## config.mk

```make
export PLATFORM = sky130hd
export DESIGN_NAME = ecc_err_log
export DESIGN_NICKNAME = d
export VERILOG_FILES = /design/src/rtl/ecc_log_pkg.sv /design/src/rtl/ecc_log_ctrl.sv /design/src/rtl/ecc_log_dpath.sv /design/src/rtl/ecc_err_log.sv
export SDC_FILE = /design/constraint.sdc
export NUM_CORES = 1
export LEC_CHECK = 0
export ABC_AREA = 0
export BUFFER_PORTS_ARGS = -buffer_cell sky130_fd_sc_hd__buf_2
export CAP_MARGIN = 20
export CORE_MARGIN = 2
export CORE_UTILIZATION = 48
export DETAILED_ROUTE_END_ITERATION = 6
export GPL_TIMING_DRIVEN = 0
export PLACE_DENSITY_LB_ADDON = 0.08
export SLEW_MARGIN = 10
export SYNTH_ARGS = -nofsm -noshare
export SYNTH_HDL_FRONTEND = slang
export SYNTH_SLANG_ARGS = --single-unit
```

## constraint.sdc

```tcl
create_clock -name clk -period 4.2 [get_ports clk]
set_input_delay 0.21 -clock clk [delete_from_list [all_inputs] [get_ports clk]]
set_output_delay 0.21 -clock clk [all_outputs]
set_load 0.01 [all_outputs]
```

## src/rtl/ecc_log_pkg.sv

```systemverilog
package ecc_log_pkg;
  localparam int STAT_W = 16;
  localparam logic [STAT_W-1:0] ERR_MASK = 16'h0B03;
  localparam int BIT_CE  = 0;
  localparam int BIT_UE  = 1;
  localparam int BIT_RTO = 8;
  localparam int BIT_LCK = 9;
  localparam int BIT_THM = 11;

  localparam logic [2:0] SEL_STAT = 3'd0;
  localparam logic [2:0] SEL_EN   = 3'd1;
  localparam logic [2:0] SEL_PTR  = 3'd2;
  localparam logic [2:0] SEL_EXT  = 3'd3;
  localparam logic [2:0] SEL_SYN  = 3'd4;

  typedef struct packed {
    logic [STAT_W-1:0] setBits;
    logic [STAT_W-1:0] clrBits;
    logic              enWe;
    logic              loadLog;
  } strobe_t;
endpackage

```

## src/rtl/ecc_log_ctrl.sv

```systemverilog
module ecc_log_ctrl
  import ecc_log_pkg::*;
#(
  parameter int SEL_W = 3
) (
  input  logic              ceValid,
  input  logic              ueValid,
  input  logic              refreshTimeout,
  input  logic              lockNonDram,
  input  logic              thermalEvent,
  input  logic              regWe,
  input  logic [SEL_W-1:0]  regSel,
  input  logic [STAT_W-1:0] regWdata,
  input  logic [STAT_W-1:0] statusQ,
  output strobe_t           strb
);
  logic logFree;
  logic ceLogged;
  logic loadUe;
  logic loadCe;

  // The capture registers are free only when no error flag is set.
  assign logFree  = (statusQ & ERR_MASK) == '0;
  assign ceLogged = statusQ[BIT_CE] & ~statusQ[BIT_UE];
  assign loadUe   = ueValid & (logFree | ceLogged);
  assign loadCe   = ceValid & ~ueValid & logFree;

  always_comb begin
    strb = '0;
    strb.setBits[BIT_CE]  = ceValid;
    strb.setBits[BIT_UE]  = ueValid;
    strb.setBits[BIT_RTO] = refreshTimeout;
    strb.setBits[BIT_LCK] = lockNonDram;
    strb.setBits[BIT_THM] = thermalEvent;
    if (regWe && regSel == SEL_W'(SEL_STAT))
      strb.clrBits = regWdata & ERR_MASK;
    strb.enWe    = regWe && regSel == SEL_W'(SEL_EN);
    strb.loadLog = loadUe | loadCe;
  end
endmodule

```

## src/rtl/ecc_log_dpath.sv

```systemverilog
module ecc_log_dpath
  import ecc_log_pkg::*;
#(
  parameter int ADDR_W     = 33,
  parameter int SYN_W      = 8,
  parameter int GRAIN_LOG2 = 7,
  parameter int DATA_W     = 32,
  parameter int SEL_W      = 3
) (
  input  logic              clk,
  input  logic              rstN,
  input  strobe_t           strb,
  input  logic [ADDR_W-1:0] errAddr,
  input  logic              errChan,
  input  logic [SYN_W-1:0]  errSyn,
  input  logic [SEL_W-1:0]  regSel,
  input  logic [STAT_W-1:0] regWdata,
  output logic [STAT_W-1:0] statusQ,
  output logic [DATA_W-1:0] regRdata,
  output logic              serr
);
  localparam int EXT_W = ADDR_W - DATA_W;

  logic [STAT_W-1:0]          enableQ;
  logic [ADDR_W-1:GRAIN_LOG2] logAddr;
  logic                       logChan;
  logic [SYN_W-1:0]           logSyn;
  logic                       unusedAddrLow;

  assign unusedAddrLow = ^errAddr[GRAIN_LOG2-1:0];

  // Only the defined flag positions get a flop; the rest are tied low.
  for (genvar b = 0; b < STAT_W; b++) begin : gBit
    if (ERR_MASK[b]) begin : gLive
      logic stFf;
      logic enFf;
      always_ff @(posedge clk or negedge rstN) begin
        if (!rstN) begin
          stFf <= 1'b0;
          enFf <= 1'b0;
        end else begin
          stFf <= strb.setBits[b] | (stFf & ~strb.clrBits[b]);
          if (strb.enWe) enFf <= regWdata[b];
        end
      end
      assign statusQ[b] = stFf;
      assign enableQ[b] = enFf;
    end else begin : gRsvd
      assign statusQ[b] = 1'b0;
      assign enableQ[b] = 1'b0;
    end
  end

  always_ff @(posedge clk or negedge rstN) begin
    if (!rstN) begin
      logAddr <= '0;
      logChan <= 1'b0;
      logSyn  <= '0;
    end else if (strb.loadLog) begin
      logAddr <= errAddr[ADDR_W-1:GRAIN_LOG2];
      logChan <= errChan;
      logSyn  <= errSyn;
    end
  end

  assign serr = |(statusQ & enableQ);

  always_comb begin
    regRdata = '0;
    case (regSel)
      SEL_W'(SEL_STAT): regRdata[STAT_W-1:0] = statusQ;
      SEL_W'(SEL_EN):   regRdata[STAT_W-1:0] = enableQ;
      SEL_W'(SEL_PTR): begin
        regRdata[DATA_W-1:GRAIN_LOG2] = logAddr[DATA_W-1:GRAIN_LOG2];
        regRdata[0] = logChan;
      end
      SEL_W'(SEL_EXT):  regRdata[EXT_W-1:0] = logAddr[ADDR_W-1:DATA_W];
      SEL_W'(SEL_SYN):  regRdata[SYN_W-1:0] = logSyn;
      default:          regRdata = '0;
    endcase
  end

  AST_EVENT_WINS: assert property (@(posedge clk) disable iff (!rstN)
    (|strb.setBits) |=> ((statusQ & $past(strb.setBits)) == $past(strb.setBits)));

  AST_CLEAR_TAKES: assert property (@(posedge clk) disable iff (!rstN)
    (|(strb.clrBits & ~strb.setBits)) |=>
      ((statusQ & $past(strb.clrBits & ~strb.setBits)) == '0));

  AST_UE_LOG_HELD: assert property (@(posedge clk) disable iff (!rstN)
    statusQ[BIT_UE] |=> ($stable(logAddr) && $stable(logChan) && $stable(logSyn)));

  AST_SERR_RAISE: assert property (@(posedge clk) disable iff (!rstN)
    ((|(strb.setBits & enableQ)) && !strb.enWe) |=> serr);
endmodule

```

## src/rtl/ecc_err_log.sv

```systemverilog
module ecc_err_log
  import ecc_log_pkg::*;
#(
  parameter int ADDR_W     = 33,
  parameter int SYN_W      = 8,
  parameter int GRAIN_LOG2 = 7,
  parameter int DATA_W     = 32,
  parameter int SEL_W      = 3
) (
  input  logic              clk,
  input  logic              rstN,
  input  logic              ceValid,
  input  logic              ueValid,
  input  logic [ADDR_W-1:0] errAddr,
  input  logic              errChan,
  input  logic [SYN_W-1:0]  errSyn,
  input  logic              refreshTimeout,
  input  logic              lockNonDram,
  input  logic              thermalEvent,
  input  logic              regWe,
  input  logic [SEL_W-1:0]  regSel,
  input  logic [DATA_W-1:0] regWdata,
  output logic [DATA_W-1:0] regRdata,
  output logic              serr
);
  strobe_t           strb;
  logic [STAT_W-1:0] statusQ;
  logic              unusedWdHi;

  assign unusedWdHi = ^regWdata[DATA_W-1:STAT_W];

  ecc_log_ctrl #(.SEL_W(SEL_W)) uCtrl (
    .ceValid        (ceValid),
    .ueValid        (ueValid),
    .refreshTimeout (refreshTimeout),
    .lockNonDram    (lockNonDram),
    .thermalEvent   (thermalEvent),
    .regWe          (regWe),
    .regSel         (regSel),
    .regWdata       (regWdata[STAT_W-1:0]),
    .statusQ        (statusQ),
    .strb           (strb)
  );

  ecc_log_dpath #(
    .ADDR_W(ADDR_W), .SYN_W(SYN_W), .GRAIN_LOG2(GRAIN_LOG2),
    .DATA_W(DATA_W), .SEL_W(SEL_W)
  ) uDpath (
    .clk      (clk),
    .rstN     (rstN),
    .strb     (strb),
    .errAddr  (errAddr),
    .errChan  (errChan),
    .errSyn   (errSyn),
    .regSel   (regSel),
    .regWdata (regWdata[STAT_W-1:0]),
    .statusQ  (statusQ),
    .regRdata (regRdata),
    .serr     (serr)
  );
endmodule

```

==> out/results.txt <==
status -> finished clean
initial antenna violation count -> 0
Clk pin slew, worst setup/hold paths -> 0.09 ns
clock latency on the worst-skew pair -> 0.30 ns
setup slack, reg-to-reg -> 2.58 ns
vias in the first global route -> 1567
clock sinks -> 45
crit-path max cell delay -> 0.66 ns
# H-tree levels -> 2
share of cells above drive strength 1 -> 57.0%
hold endpoint -> uDpath.gBit[11].gLive.stFf$_DFF_PN0_
input/output buffers -> 81
Synth area leaders -> dfrtp_1 52%, mux2_2 19%, and2_1 7.6%, mux2_4 2.8%, mux2i_1 2.3%
DP Wirelength -> 3140 µm
min Tclk post-route -> 1.80 ns
Remaining Overflow, GRT -> 0
r2r endpoint -> uDpath.logAddr[11]$_DFFE_PN0P_
TritonCTS clock tree -> done
first-pass GRT wire length -> 7030 µm
final net count -> 340
synth-to-layout area growth -> 27.3%
CTS resizes -> 0
setup ws final -> 2.40 ns
I/O Pins -> 118
Worst Setup Start Kind -> input port
routability cong. -> 0.762
Syn Nets -> 250
Multi-input gate area -> 963 µm²
setup violators final -> 0
CP dominant cell by count -> buf_2
synthesized area -> 0.00215 mm²
Synth Warn # -> 0
drt via density -> 5.01
wire length per cell -> 14.2 µm
Post-Layout Cell Count -> 308
Yosys top cell by area -> dfrtp_1
Vias -> 1542
Hold Startpoint -> thermalEvent
Iteration-0 DRC Markers -> 51
Fin Setup TNS -> 0 ns
Buf+Inv Stages, Crit Path -> 3
leading cell type in the layout, fill and taps excluded -> buf_2
Critical-path top delay cell -> nor3b_1
Antenna Nets Post-Route -> 0
pre-CTS setup slack -> 2.38 ns
Worst slew margin -> 48.2%
WP depth -> 5
Initial Util -> 49.7%
Final period util -> 42.8%
RSZ-0062 raised after global routing -> false
Avg Inst Size Synth -> 13.0 µm²
Power Density -> 375 mW/mm²
Worst Skew -> 0.00909 ns
Critical Path Fanout Max -> 10
placed insts -> 298
DRC -> 0
TritonCTS Buffers -> 5
Synth top area share -> 52.4%
worst path cell trace -> buf_2 -> buf_2 -> nor3b_1 -> a22o_1 -> buf_2
Pre-Repair DR Iteration Count -> 4
Row Count -> 24
Die Y -> 70.9 µm
reg2reg path depth -> 4
Critical R2R Launch -> uDpath.gBit[0].gLive.stFf$_DFF_PN0_
largest net degree at the start of global routing -> 46
antenna cells -> 0
cell family with most CP delay -> simple AND/OR/NAND/NOR gates
FF/Latch Area -> 0.00113 mm²
Arr. time, crit path -> 1.59 ns
Worst Hold Class -> input port to flop
Peak VDD IR -> 0.000230 V
cts hold-fix bufs -> 0
Leakage Power -> 1.42 nW
Mapped Cells -> 165
Worst Hold Depth -> 2
register area share after synthesis -> 52.4%
Fmax -> 557 MHz
max_cap viols -> 0
Fillers -> 383
most frequent cells in the layout -> 84 x buf_2, 45 x dfrtp_1, 36 x mux2_2
post-synth cell types -> 30
aggregate global-route resource usage -> 17.9%
CP required -> 3.99 ns
area of the core -> 0.00432 mm²
Worst setup EP type -> output port
Post-CTS Setup Repair Bufs -> 0
Pwr Total -> 1.03 mW
Setup Crit Path Kind -> input port to output port
Clock Tree Buf Depth -> 2
Worst-Margin Slew -> 0.776 ns
Yosys reg bits -> 45
Pins Over Slew Limit -> 0
final wirelength -> 4390 µm
root buf cell -> clkbuf_8
Die Width -> 70.9 µm
Die ar. -> 0.00503 mm²
Hold Vio Cnt, Final -> 0
[routing by layer]
metal / up-vias / share of wire [%] / GRT usage [%]
met3: 5 / 6.4 / 5.27
li1: 744 / - / -
met2: 54 / 48 / 28.6
met5: - / 0 / 0
met4: 0 / 0.96 / 5.66
met1: 739 / 45 / 23.8
[cell usage after synthesis (all sizes together)]
| cell type | n |
|---|---|
| a222oi | 1 |
| dfrtp | 45 |
| nor3b | 1 |
| o21a | 1 |
| nor4b | 1 |
| a21oi | 5 |
| clkbuf | 2 |
| a211o | 1 |
| mux2i | 5 |
| nor3 | 2 |
| nand3b | 1 |
| mux2 | 40 |
| nor2 | 2 |
| or2 | 4 |
| a21o | 4 |
| o221ai | 1 |
| a22o | 1 |
| and4bb | 1 |
| nor2b | 2 |
| buf | 6 |
| nand2b | 2 |
| and2 | 26 |
| nand2 | 9 |
| a22oi | 1 |
| inv | 1 |
[flip-flops by register name, indices dropped and copies added, names as in the netlist]
| signal | cells |
|---|---|
| uDpath.gBit.gLive.enFf | 5 |
| uDpath.gBit.gLive.stFf | 5 |
| uDpath.logAddr | 26 |
| uDpath.logChan | 1 |
| uDpath.logSyn | 8 |
[through the flow]
stage	util (%)	hold slack [ns]	instance area, µm²
2_1_floorplan	-	-0.0856	2150
3_3_place_gp	60.6	0.388	2620
3_5_place_dp	60.6	0.394	2620
4_1_cts	62.6	0.0763	2710
5_1_grt	63.3	0.0864	2740
6_report	63.3	0.0875	2740
[cell type report]
| type | count | share of cell area (%) |
|---|---|---|
| buffer | 8 | 2.06 |
| clock buffer | 5 | 2.51 |
| clock inverter | 3 | 0.640 |
| inverter | 1 | 0.137 |
| multi-input combinational | 111 | 35.2 |
| sequential | 45 | 41.2 |
| tap | 52 | 2.38 |
| timing repair buffer | 83 | 15.9 |
[worst max path at each step]
stage / start / end / slack, ns
global placement: regSel[0] / regRdata[2] / 2.38
global route: regSel[0] / regRdata[2] / 2.30
floorplan: uDpath.gBit[0].gLive.stFf$_DFF_PN0_ / uDpath.logAddr[10]$_DFFE_PN0P_ / 2.77
finish: regSel[0] / regRdata[7] / 2.40
CTS: regSel[0] / regRdata[2] / 2.38
detailed placement: regSel[0] / regRdata[2] / 2.38
[worst reg2reg max path: cells and delay by family, from the launching register on]
kind | cells | cell delay [ns]
DFF | 1 | 0.49
AOI/OAI and AO/OA | 1 | 0.35
muxes | 1 | 0.35
buffers and inverters | 1 | 0.23
and+or+nand+nor | 1 | 0.09
[power breakdown]
part,internal [mW],total (mW),switching [mW]
registers,0.523,0.568,0.0447
logic,0.123,0.195,0.0723
clock network,0.115,0.262,0.147
[cells by family after synthesis]
| kind of cell | count (synthesis) | share of synthesized area, % |
|---|---|---|
| and+or+nand+nor | 51 | 15.0 |
| muxes | 45 | 24.0 |
| DFF | 45 | 52.4 |
| buffers and inverters | 9 | 2.79 |
| AOI/OAI and AO/OA | 15 | 5.82 |
(Power assumes the default switching activity.)
